### config.mk
export PLATFORM = sky130hd
export DESIGN_NAME = rtc_alarm_match
export DESIGN_NICKNAME = d
export VERILOG_FILES = /design/src/rtl/rtc_alarm_pkg.sv /design/src/rtl/alarm_regfile.sv /design/src/rtl/alarm_compare.sv /design/src/rtl/alarm_event.sv /design/src/rtl/rtc_alarm_match.sv
export SDC_FILE = /design/constraint.sdc
export NUM_CORES = 1
export LEC_CHECK = 0
export ABC_AREA = 1
export BUFFER_PORTS_ARGS = -buffer_cell sky130_fd_sc_hd__buf_2
export CORE_MARGIN = 1
export CORE_UTILIZATION = 50
export DETAILED_ROUTE_END_ITERATION = 10
export MAX_ROUTING_LAYER = met4
export PLACE_DENSITY = 0.86
export SLEW_MARGIN = 30
export SYNTH_ARGS = -nofsm -noshare
export SYNTH_HDL_FRONTEND = slang
export SYNTH_SLANG_ARGS = --single-unit
### constraint.sdc
create_clock -name clk -period 1.7 [get_ports clk]
set_clock_uncertainty 0.1 [all_clocks]
set_input_delay 0.085 -clock clk [delete_from_list [all_inputs] [get_ports clk]]
set_output_delay 0.085 -clock clk [all_outputs]
set_load 0.005 [all_outputs]
### src/rtl/rtc_alarm_pkg.sv
package rtc_alarm_pkg;

  localparam int BYTE_W  = 8;
  localparam int MS_W    = 7;  // seconds/minutes BCD width
  localparam int HD_W    = 6;  // hours/date BCD width
  localparam int IDX_SEC  = 0;
  localparam int IDX_MIN  = 1;
  localparam int IDX_HOUR = 2;
  localparam int IDX_DATE = 3;

  typedef enum logic [2:0] {
    RPT_MONTH,
    RPT_DAY,
    RPT_HOUR,
    RPT_MIN,
    RPT_SEC
  } repeat_e;

  // Range check of a candidate alarm byte for a given field index
  function automatic logic field_ok(input int idx, input logic [BYTE_W-1:0] v);
    logic ones_ok;
    ones_ok = (v[3:0] <= 4'd9);
    case (idx)
      IDX_SEC, IDX_MIN: field_ok = ones_ok && (v[6:4] <= 3'd5);
      IDX_HOUR:         field_ok = ones_ok &&
                                   ((v[5:4] < 2'd2) || (v[5:4] == 2'd2 && v[3:0] <= 4'd3));
      default:          field_ok = ones_ok && (v[5:0] != 6'd0);
    endcase
  endfunction

endpackage

### src/rtl/alarm_regfile.sv
module alarm_regfile
  import rtc_alarm_pkg::*;
#(
  parameter int NUM_FIELDS = 4,
  parameter int FIELD_W    = 8,
  localparam int SEL_W     = $clog2(NUM_FIELDS)
) (
  input  logic                                clk,
  input  logic                                rst,
  input  logic                                wr_en,
  input  logic [SEL_W-1:0]                    wr_sel,
  input  logic [FIELD_W-1:0]                  wr_data,
  input  logic [SEL_W-1:0]                    rd_sel,
  output logic [NUM_FIELDS-1:0][FIELD_W-1:0]  alm,
  output logic [FIELD_W-1:0]                  rd_data
);

  for (genvar i = 0; i < NUM_FIELDS; i++) begin : g_field
    localparam logic [SEL_W-1:0] MY_SEL = SEL_W'(i);
    logic accept;
    assign accept = wr_en && (wr_sel == MY_SEL) && field_ok(i, wr_data);

    always_ff @(posedge clk) begin
      if (rst)         alm[i] <= '0;
      else if (accept) alm[i] <= wr_data;
    end

    // an out-of-range write to this field must not disturb it
    a_r6_reject_keeps: assert property (@(posedge clk) disable iff (rst)
      (wr_en && wr_sel == MY_SEL && !field_ok(i, wr_data)) |=> $stable(alm[i]));
  end

  always_ff @(posedge clk) begin
    if (rst) rd_data <= '0;
    else     rd_data <= alm[rd_sel];
  end

endmodule

### src/rtl/alarm_compare.sv
module alarm_compare
  import rtc_alarm_pkg::*;
#(
  parameter int NUM_FIELDS = 4,
  parameter int FIELD_W    = 8
) (
  input  logic [NUM_FIELDS-1:0][FIELD_W-1:0] alm,
  input  logic [MS_W-1:0]                    now_sec,
  input  logic [MS_W-1:0]                    now_min,
  input  logic [HD_W-1:0]                    now_hour,
  input  logic [HD_W-1:0]                    now_date,
  output logic                               hit
);

  localparam int MASK_BIT = FIELD_W - 1;

  logic [3:0] masks;   // {date, hour, min, sec}
  logic       eq_sec, eq_min, eq_hour, eq_date;
  repeat_e    mode;

  always_comb begin
    masks = {alm[IDX_DATE][MASK_BIT], alm[IDX_HOUR][MASK_BIT],
             alm[IDX_MIN][MASK_BIT],  alm[IDX_SEC][MASK_BIT]};
    case (masks)
      4'b0000: mode = RPT_MONTH;
      4'b1000: mode = RPT_DAY;
      4'b1100: mode = RPT_HOUR;
      4'b1110: mode = RPT_MIN;
      default: mode = RPT_SEC;
    endcase
  end

  always_comb begin
    eq_sec  = (alm[IDX_SEC][MS_W-1:0]  == now_sec);
    eq_min  = (alm[IDX_MIN][MS_W-1:0]  == now_min);
    eq_hour = (alm[IDX_HOUR][HD_W-1:0] == now_hour);
    eq_date = (alm[IDX_DATE][HD_W-1:0] == now_date);
    case (mode)
      RPT_MONTH: hit = eq_date && eq_hour && eq_min && eq_sec;
      RPT_DAY:   hit = eq_hour && eq_min && eq_sec;
      RPT_HOUR:  hit = eq_min && eq_sec;
      RPT_MIN:   hit = eq_sec;
      default:   hit = 1'b1;
    endcase
  end

endmodule

### src/rtl/alarm_event.sv
module alarm_event (
  input  logic clk,
  input  logic rst,
  input  logic tick,
  input  logic hit,
  input  logic enable,
  input  logic flag_clr,
  output logic irq,
  output logic flag
);

  logic fire;
  assign fire = tick && hit;

  always_ff @(posedge clk) begin
    if (rst) begin
      irq  <= 1'b0;
      flag <= 1'b0;
    end else begin
      irq <= fire && enable;
      if (fire)          flag <= 1'b1;
      else if (flag_clr) flag <= 1'b0;
    end
  end

  // a pulse only follows a tick
  a_r8_irq_after_tick: assert property (@(posedge clk) disable iff (rst)
    irq |-> $past(tick));
  // a pulse only while enabled
  a_r9_irq_enabled: assert property (@(posedge clk) disable iff (rst)
    irq |-> $past(enable));
  // every pulse comes with the flag
  a_r9_irq_sets_flag: assert property (@(posedge clk) disable iff (rst)
    irq |-> flag);
  // a read with no concurrent firing clears the flag
  a_r10_flag_clears: assert property (@(posedge clk) disable iff (rst)
    (flag_clr && !fire) |=> !flag);
  // a firing tick wins over the clear
  a_r10_set_wins: assert property (@(posedge clk) disable iff (rst)
    fire |=> flag);

endmodule

### src/rtl/rtc_alarm_match.sv
module rtc_alarm_match
  import rtc_alarm_pkg::*;
#(
  parameter int NUM_FIELDS = 4,
  parameter int FIELD_W    = 8,
  localparam int SEL_W     = $clog2(NUM_FIELDS)
) (
  input  logic               clk,
  input  logic               rst,
  input  logic               tick_1hz,
  input  logic [MS_W-1:0]    cur_sec,
  input  logic [MS_W-1:0]    cur_min,
  input  logic [HD_W-1:0]    cur_hour,
  input  logic [HD_W-1:0]    cur_date,
  input  logic               wr_en,
  input  logic [SEL_W-1:0]   wr_sel,
  input  logic [FIELD_W-1:0] wr_data,
  input  logic [SEL_W-1:0]   rd_sel,
  input  logic               alarm_en,
  input  logic               flag_rd,
  output logic [FIELD_W-1:0] rd_data,
  output logic               alarm_irq,
  output logic               alarm_flag
);

  logic [NUM_FIELDS-1:0][FIELD_W-1:0] alm;
  logic                               hit;

  alarm_regfile #(.NUM_FIELDS(NUM_FIELDS), .FIELD_W(FIELD_W)) u_regs (
    .clk(clk), .rst(rst), .wr_en(wr_en), .wr_sel(wr_sel), .wr_data(wr_data),
    .rd_sel(rd_sel), .alm(alm), .rd_data(rd_data)
  );

  alarm_compare #(.NUM_FIELDS(NUM_FIELDS), .FIELD_W(FIELD_W)) u_cmp (
    .alm(alm), .now_sec(cur_sec), .now_min(cur_min), .now_hour(cur_hour),
    .now_date(cur_date), .hit(hit)
  );

  alarm_event u_evt (
    .clk(clk), .rst(rst), .tick(tick_1hz), .hit(hit), .enable(alarm_en),
    .flag_clr(flag_rd), .irq(alarm_irq), .flag(alarm_flag)
  );

endmodule

# Word-level counts from Yosys, hierarchy flattened
# Index checks and enable logic that the tools add are counted.
# word_totals
out_inout_bits	10
regBits	42
# classes
eq_ne	14
reduce_logical	26
n_lt_le_gt_ge	5
mux	6
# op_table
operator	n
$logic_and A1 B1 Y1	20
$bmux W8 S2	1
$eq A7 B7 Y1	2
$eq A4 B4 Y1 const B	3
$eq A6 B6 Y1	2
$pmux W3 S4	1
$mux W8	1
$eq A2 B2 Y1 const B	3
$eq A3 B2 Y1 const B	2
$reduce_bool A6 Y1	1
$le A4 B2 Y1 const B	1
$le A4 B4 Y1 const B	1
$logic_not A4 Y1	1
$pmux W1 S4	1
$eq A3 B1 Y1 const B	1
$le A3 B3 Y1 const B	1
$logic_not A3 Y1	1
$lt A2 B3 Y1 const B	1
$eq A2 B1 Y1 const B	1
$logic_not A2 Y1	1
$lt A2 B2 Y1 const B	1
$mux W1	2
$reduce_bool A2 Y1	1
$logic_or A1 B1 Y1	1

# Logic depth before layout (Yosys ltp)
# Gate-level depths: netlist (run 1).
# depth
word_depth	7
depth_mapped	12
depth_no_buf	12

# Cells and area by module
# Synthesis (run 1) repeated with hierarchy kept, for this count alone.
# unflattened
cells_unflattened	386
area_unflattened_um2	2436.1
# by_module_without_submodules
mod	seq_area_each_um2	instances	area_per_inst_um2	cells_each
alarm_regfile	800.8	1	1869.3	262
alarm_compare	0.0	1	498.0	116
alarm_event	40.0	1	68.8	8

# Worst setup path before layout (run 1)
# Ideal clock, no wire load.
# synth_timing
path_type	register to register
start	register u_regs.alm[21] (netlist name)
end	register u_evt.flag
n_path_buf	0
synth_period_minus_slack_ns	1.234
stages_incl_launch_ff	11
arrival_ns	1.002
setup_slack_ns	0.466
cell_sequence	dfxtp_1 inv_1 or2_2 nand4_1 nor2_1 nand2_1 nand2_1 nand2_1 nand2_1 nand2_1 a21oi_1
# synth_between
elab_chain_cells	7
elab_cells_between_ends	10
# synth_lines
element	line_no	text
start, declared	alarm_regfile.sv:14	output logic [NUM_FIELDS-1:0][FIELD_W-1:0] alm,
start signal, assigned by index	alarm_regfile.sv:25	else if (accept) alm[i] <= wr_data;
$eq A6 B6 Y1 *	alarm_compare.sv:36	eq_hour = (alm[IDX_HOUR][HD_W-1:0] == now_hour);
$logic_and A1 B1 Y1 (3 in a row)	alarm_compare.sv:39	RPT_MONTH: hit = eq_date && eq_hour && eq_min && eq_sec;
$pmux W1 S4 *	alarm_compare.sv:38	case (mode)
$logic_and A1 B1 Y1 *	alarm_event.sv:13	assign fire = tick && hit;
$mux W1 / $reduce_bool A2 Y1 (equally long branches)	n/a	
end signal, assigned	alarm_event.sv:18	flag <= 1'b0;
end signal, assigned	alarm_event.sv:21	if (fire) flag <= 1'b1;
end signal, assigned	alarm_event.sv:22	else if (flag_clr) flag <= 1'b0;
end, declared	alarm_event.sv:9	output logic flag
# Mark *: on every way between the ends. The rest lies on a longest branch, timed or not.
# A chain may end at the register's enable or synchronous reset.

# Worst setup path in the final report (run 1)
# layout_timing
start	register u_regs.alm[3] (netlist name)
end	register u_evt.flag
# layout_between
elab_chain_cells	5
elab_cells_between_ends	8
# layout_lines
element	line_no	text
$eq A7 B7 Y1 *	alarm_compare.sv:34	eq_sec = (alm[IDX_SEC][MS_W-1:0] == now_sec);
$logic_and A1 B1 Y1, on equally long branches	alarm_compare.sv:41, alarm_compare.sv:39, alarm_compare.sv:40	
$pmux W1 S4 *	alarm_compare.sv:38	
$logic_and A1 B1 Y1 *	alarm_event.sv:13	
$mux W1 / $reduce_bool A2 Y1 (equally long branches)	n/a	
# Marks and branches as above.

==> run metrics, run 1 <==
vias in the first global route 1,958; R2R Path Start u_regs.alm[3]; most used cell, CP nand2_1; CTS sink cnt 42; syn_area_per_cell 6.72 um^2; layout cells sized above 1 18.6%; Placed Instances 415; #FFs+latches synth 42; H-tree Lvls 2; All-Layer GR Usage 26.3%; CP required 1.83 ns; WS Path Type reg2reg; crit path cell chain xnor2_1 > nand2_1 > nor2_1 > nand3_1 > nor2_1 > nand2_1 > nand2_1 > nand2_1 > a21oi_1; vias post-DR 2,171; Least-Margin Pin Slew 0.607 ns; # diodes 0; die area 0.00459 mm^2; Final Cycle Share 81.8%; Ys Warns 0; share of the synthesized area in the top cell type 38.9%; Area growth, synth to finish 17.8%; post-route minimum period 1.39 ns; power per cell area 789 mW/mm^2; initial antenna violation count 0; Chip Height 67.8 um; post-CTS sizing 0; Synth Cell Area 0.00216 mm^2; CTS Hold Bufs 3; boundary pin count 54; CP Buf/Inv Count 0; RSZ-0062 raised after global routing no; area leader, netlist dfxtp_1; # setup viols final 0; number of placement rows 23; Setup TNS 0 ns; top cells by count, synth 65 x nand2_1, 54 x a21oi_1, 52 x inv_1, 42 x dfxtp_1, 38 x o21ai_0; largest net degree at the start of global routing 32; CP startpoint kind flop; total of max-cap violations 0; headroom to the max-slew limit 59.6%; Top FF cell, synth dfxtp_1; Clock Pin Slew Worst Setup and Hold Paths 0.08 ns; CTS tree yes; hold path startpoint wr_data[7]; Area contributors post-synth dfxtp_1 39%, a21oi_1 12%, nand2_1 11%; overall routed net length 5390 um; count leader, synth nand2_1; Initial DRC Count 173; Syn Nets 366; Distinct cells, synth 23; Final Hold Vio Count 0; Setup Buffers After CTS 0; number of synthesized flops with an enable pin 0; First-pass DRT Iterations 5; CTS Buf Count 5; status finished clean; Async SR Flop Fraction 0%; CTS root buffer clkbuf_8; Initial Utilization 52.9%; R2R cell count 9; arrival time worst endpoint 1.52 ns; IR Drop Worst-Case VDD 0.000483 V; # DRC 0; Slew Limit Fails 0; Worst Hold Endpoint u_regs.alm[31]; core area 0.00409 mm^2; Die X-Extent 67.8 um; post-synthesis sequential area ratio 38.9%; Pleak 0.00118 uW; pre-CTS setup slack 0.264 ns; max frequency 719 MHz; global-route wire length before repair 8590 um; GRT Residual Overflow 0; crit path capture type flop; Worst path max stage delay 0.40 ns; DR WL/cell 12.6 um; final non-filler cell total 426; post-synthesis cell count 322; setup slack, reg-to-reg 0.31 ns; post-layout worst setup margin 0.309 ns; CP startpoint u_regs.alm[3]; Final Power 2010 uW; CP max stage cell dfxtp_1; routed vias/inst 5.10; DP HPWL 3960 um; Clock Tree Buf Depth 2; fin nets 419; design area 0.00255 mm^2; worst min path class in2reg; Hold Path Stages 3; Port-buffer cells 53; Routed Antenna Nets 0; cell family with most CP delay simple AND/OR/NAND/NOR gates; gpl congestion 0.919; filler instances 386; Cell Area, Placed 0.00243 mm^2; worst reg2reg path endpoint u_evt.flag; CP Max Fanout 3; clock latency on the worst-skew pair 0.29 ns
[cell type report]
| cell class | count | area (um^2) | share of cell area [%] |
|---|---|---|---|
| clock buffers | 7 | 86.3 | 3.39 |
| clock inverters | 1 | 5.00 | 0.196 |
| inverters | 53 | 199 | 7.81 |
| multi-input cells | 215 | 1040 | 41.0 |
| flip-flops and latches | 42 | 841 | 33.0 |
| well taps | 50 | 62.6 | 2.46 |
| repair buffers | 58 | 310 | 12.2 |
[kinds of logic (layout without fill, tap and decap cells)]
kind of cell / Yosys count / in the layout / synth area share, %
simple gates: 103 / 103 / 20.0
xor+xnor: 9 / 9 / 3.64
compound gates: 103 / 103 / 24.6
flops: 42 / 42 / 38.9
buf+inv: 65 / 119 / 12.9
[registers in the layout (all words and copies together), names as in the netlist]
signal	flops
u_evt.irq	1
u_evt.flag	1
u_regs.alm	32
u_regs.rd_data	8
[placed cells by master, fill, tap and decap left out, types with 6 or more instances in the layout]
cell	netlist	final
o21ai_1	7	7
nor2_1	24	24
dfxtp_1	42	42
nand2_1	65	65
xnor2_1	6	6
a21oi_1	54	54
nand3_1	6	6
o21ai_0	38	38
buf_2	3	53
clkbuf_8	0	6
inv_1	52	52
[where the power goes]
group | switching (uW) | leakage, uW | internal [uW] | total [uW]
sequential | 22.6 | 0.000342 | 1020 | 1050
combinational | 184 | 0.000787 | 126 | 310
clock | 326 | 0.0000482 | 328 | 654
[worst max path at each step]
stage / endpoint / slack (ns) / cells after the start
6_report: u_evt.flag / 0.31 / 9
5_1_grt: u_evt.flag / 0.10 / 12
4_1_cts: u_evt.flag / 0.31 / 12
3_5_place_dp: u_regs.alm[29] / 0.26 / 7
3_3_place_gp: u_regs.alm[29] / 0.24 / 7
2_1_floorplan: u_evt.flag / 0.47 / 10
[routing by layer]
metal / vias up / GRT usage [%] / wire (um)
met5: - / - / 0
met4: 0 / 10.7 / 173
met3: 18 / 4.56 / 433
met2: 86 / 42.9 / 2470
met1: 935 / 31.8 / 2310
li1: 1132 / - / -
[metrics by stage]
step / utilization [%] / hold WS (ns)
after CTS: 62.3 / 0.00828
after floorplan: - / 0.0541
after global routing: 62.3 / 0.0235
final: 62.3 / 0.0146
after detailed placement: 59.4 / 0.240
after global placement: 59.4 / 0.236
[worst register-to-register path, delay by kind of cell, from the launching register on]
| kind | cells | cell delay [ns] |
|---|---|---|
| AND/OR/NAND/NOR | 7 | 0.54 |
| AO/OA/AOI/OAI | 1 | 0.12 |
| XOR/XNOR | 1 | 0.16 |
| flip-flops | 1 | 0.40 |
(Power assumes the default switching activity.)
==> inputs of run 2 (changes only) <==
- CORE_UTILIZATION: 50 -> 48
- clock period: 1.7 -> 1.2 ns (I/O delays scaled with it)
==> run metrics, run 2 (same netlist as run 1, synthesis figures left out) <==
status finished with violations; failing checks setup timing; biggest regs u_regs.alm x32, u_regs.rd_data x8; total of max-cap violations 0; Hold Path Stages 4; vias post-DR 2,577; routed vias/inst 5.32; CTS sink cnt 42; Slew Limit Fails 0; post-route minimum period 1.46 ns; Initial DRC Count 310; GRT Residual Overflow 0; crit path capture type flop; Final Hold Vio Count 0; Pleak 0.00147 uW; worst reg2reg path endpoint u_evt.flag; met3 Use GR 5.41%; sequential share of power 47.4%; Routed Antenna Nets 0; clock latency on the worst-skew pair 0.30 ns; IR Drop Worst-Case VDD 0.000587 V; CP required 1.34 ns; core area 0.00435 mm^2; setup slack, reg-to-reg -0.26 ns; switching fraction of total power 26.2%; final non-filler cell total 484; headroom to the max-slew limit 71.3%; DR WL/cell 14.2 um; GRT Max-Usage Layer met2; H-tree Lvls 2; Setup TNS -0.476 ns; DP HPWL 4660 um; Clock Pin Slew Worst Setup and Hold Paths 0.08 ns; max frequency 683 MHz; R2R cell count 12; CTS Buf Count 5; Chip Height 69.1 um; number of placement rows 24; largest net degree at the start of global routing 32; clock power share 33.4%; Area growth, synth to finish 43.0%; worst min path class in2reg; Least-Margin Pin Slew 0.430 ns; fin util 71.1%; layout cells sized above 1 35.4%; CP startpoint u_regs.alm[8]; filler instances 334; register area 860 um^2; most common cell after layout, fill and taps aside nand2_1; CP startpoint kind flop; arrival time worst endpoint 1.60 ns; power per cell area 1010 mW/mm^2; Die X-Extent 69.1 um; Initial Utilization 49.7%; CP Max Fanout 2; vias in the first global route 2,522; met2 Use GR 50.4%; RSZ-0062 raised after global routing yes; gpl congestion 0.991; Largest register FFs 32; First-pass DRT Iterations 5; initial antenna violation count 0; fin nets 475; Largest Register u_regs.alm; Worst Hold Endpoint u_regs.alm[25]; All-Layer GR Usage 30.7%; Fin Hold WS 0.0944 ns; CTS root buffer clkbuf_8; hold path startpoint wr_data[1]; R2R Path Start u_regs.alm[8]; WS Path Type reg2reg; CTS tree yes; Final Cycle Share 122%; # setup viols final 2; Clock Tree Buf Depth 2; sw power 820 uW; most frequent cells in the layout 61 x nand2_1, 53 x buf_2, 52 x buf_4; Placed Instances 466; overall routed net length 6850 um; die area 0.00478 mm^2; post-layout worst setup margin -0.265 ns; # DRC 0; met1 GRT Util 35.3%; P_int 2310 uW; # diodes 0; Port-buffer cells 53; global-route wire length before repair 11,200 um; boundary pin count 54; area of the multi-input gates 0.00110 mm^2; Comb power frac 19.2%
[run 2: cell count changes in the layout (fill, tap and decap cells not counted), sizes merged]
cell,before,now
clkinv,1,0
dlygate4sd3,3,8
clkbuf,7,8
buf,55,106
[run 2: critical path, stage by stage (launching register included)]
cell	delay [ns]
dfxtp_2	0.34
inv_2	0.04
nand2_2	0.05
nand2_2	0.05
nor2_2	0.12
nand2_1	0.07
nor2_1	0.13
nor2_1	0.06
nor2_1	0.09
nand2_1	0.08
nand2_2	0.10
nand2_4	0.07
a21oi_2	0.11
[run 2: layout make-up]
class,count,share of cell area (%)
Clock buffer,8,3.56
Inverter,53,6.43
Multi-Input combinational cell,215,35.7
Sequential cell,42,27.8
Tap cell,52,2.10
Timing Repair Buffer,114,24.4
[run 2: metal layers]
metal	up-vias	part of all wire, %
met5	-	0
met3	38	8.9
met1	1139	38
met2	155	47
met4	0	5.5
li1	1245	-
[run 2: worst max path at each step]
stage	to	slack (ns)	cells after the start
6_report	u_evt.flag	-0.26	12
4_1_cts	u_evt.flag	-0.19	12
2_1_floorplan	u_evt.flag	-0.002	12
3_3_place_gp	u_evt.flag	-0.12	12
3_5_place_dp	u_evt.flag	-0.21	12
5_1_grt	u_evt.flag	-0.32	12
[run 2: power groups by stage]
stage / combinational (uW) / clock, uW / sequential (uW)
global route: 660 / 1100 / 1490
floorplan: 261 / 0 / 1510
global placement: 514 / 0 / 1510
finish: 602 / 1050 / 1480
CTS: 566 / 1060 / 1480
detailed placement: 530 / 0 / 1510
[run 2: repair_timing]
item	4_1_cts	5_1_grt
hold buffers	8	0
buffers inserted	1	1
endpoints found under the setup margin	2	6
pin swaps	3	5
hold endpoints to repair	5	0
gates resized for setup	9	26
[run 2: per-stage QoR]
stage	cell area (um^2)	setup slack [ns]	total power, uW
after floorplan	2170	-0.00213	1770
after global placement	2820	-0.120	2020
after detailed placement	2820	-0.208	2040
after CTS	3030	-0.191	3110
after global routing	3090	-0.323	3250
final	3090	-0.265	3130
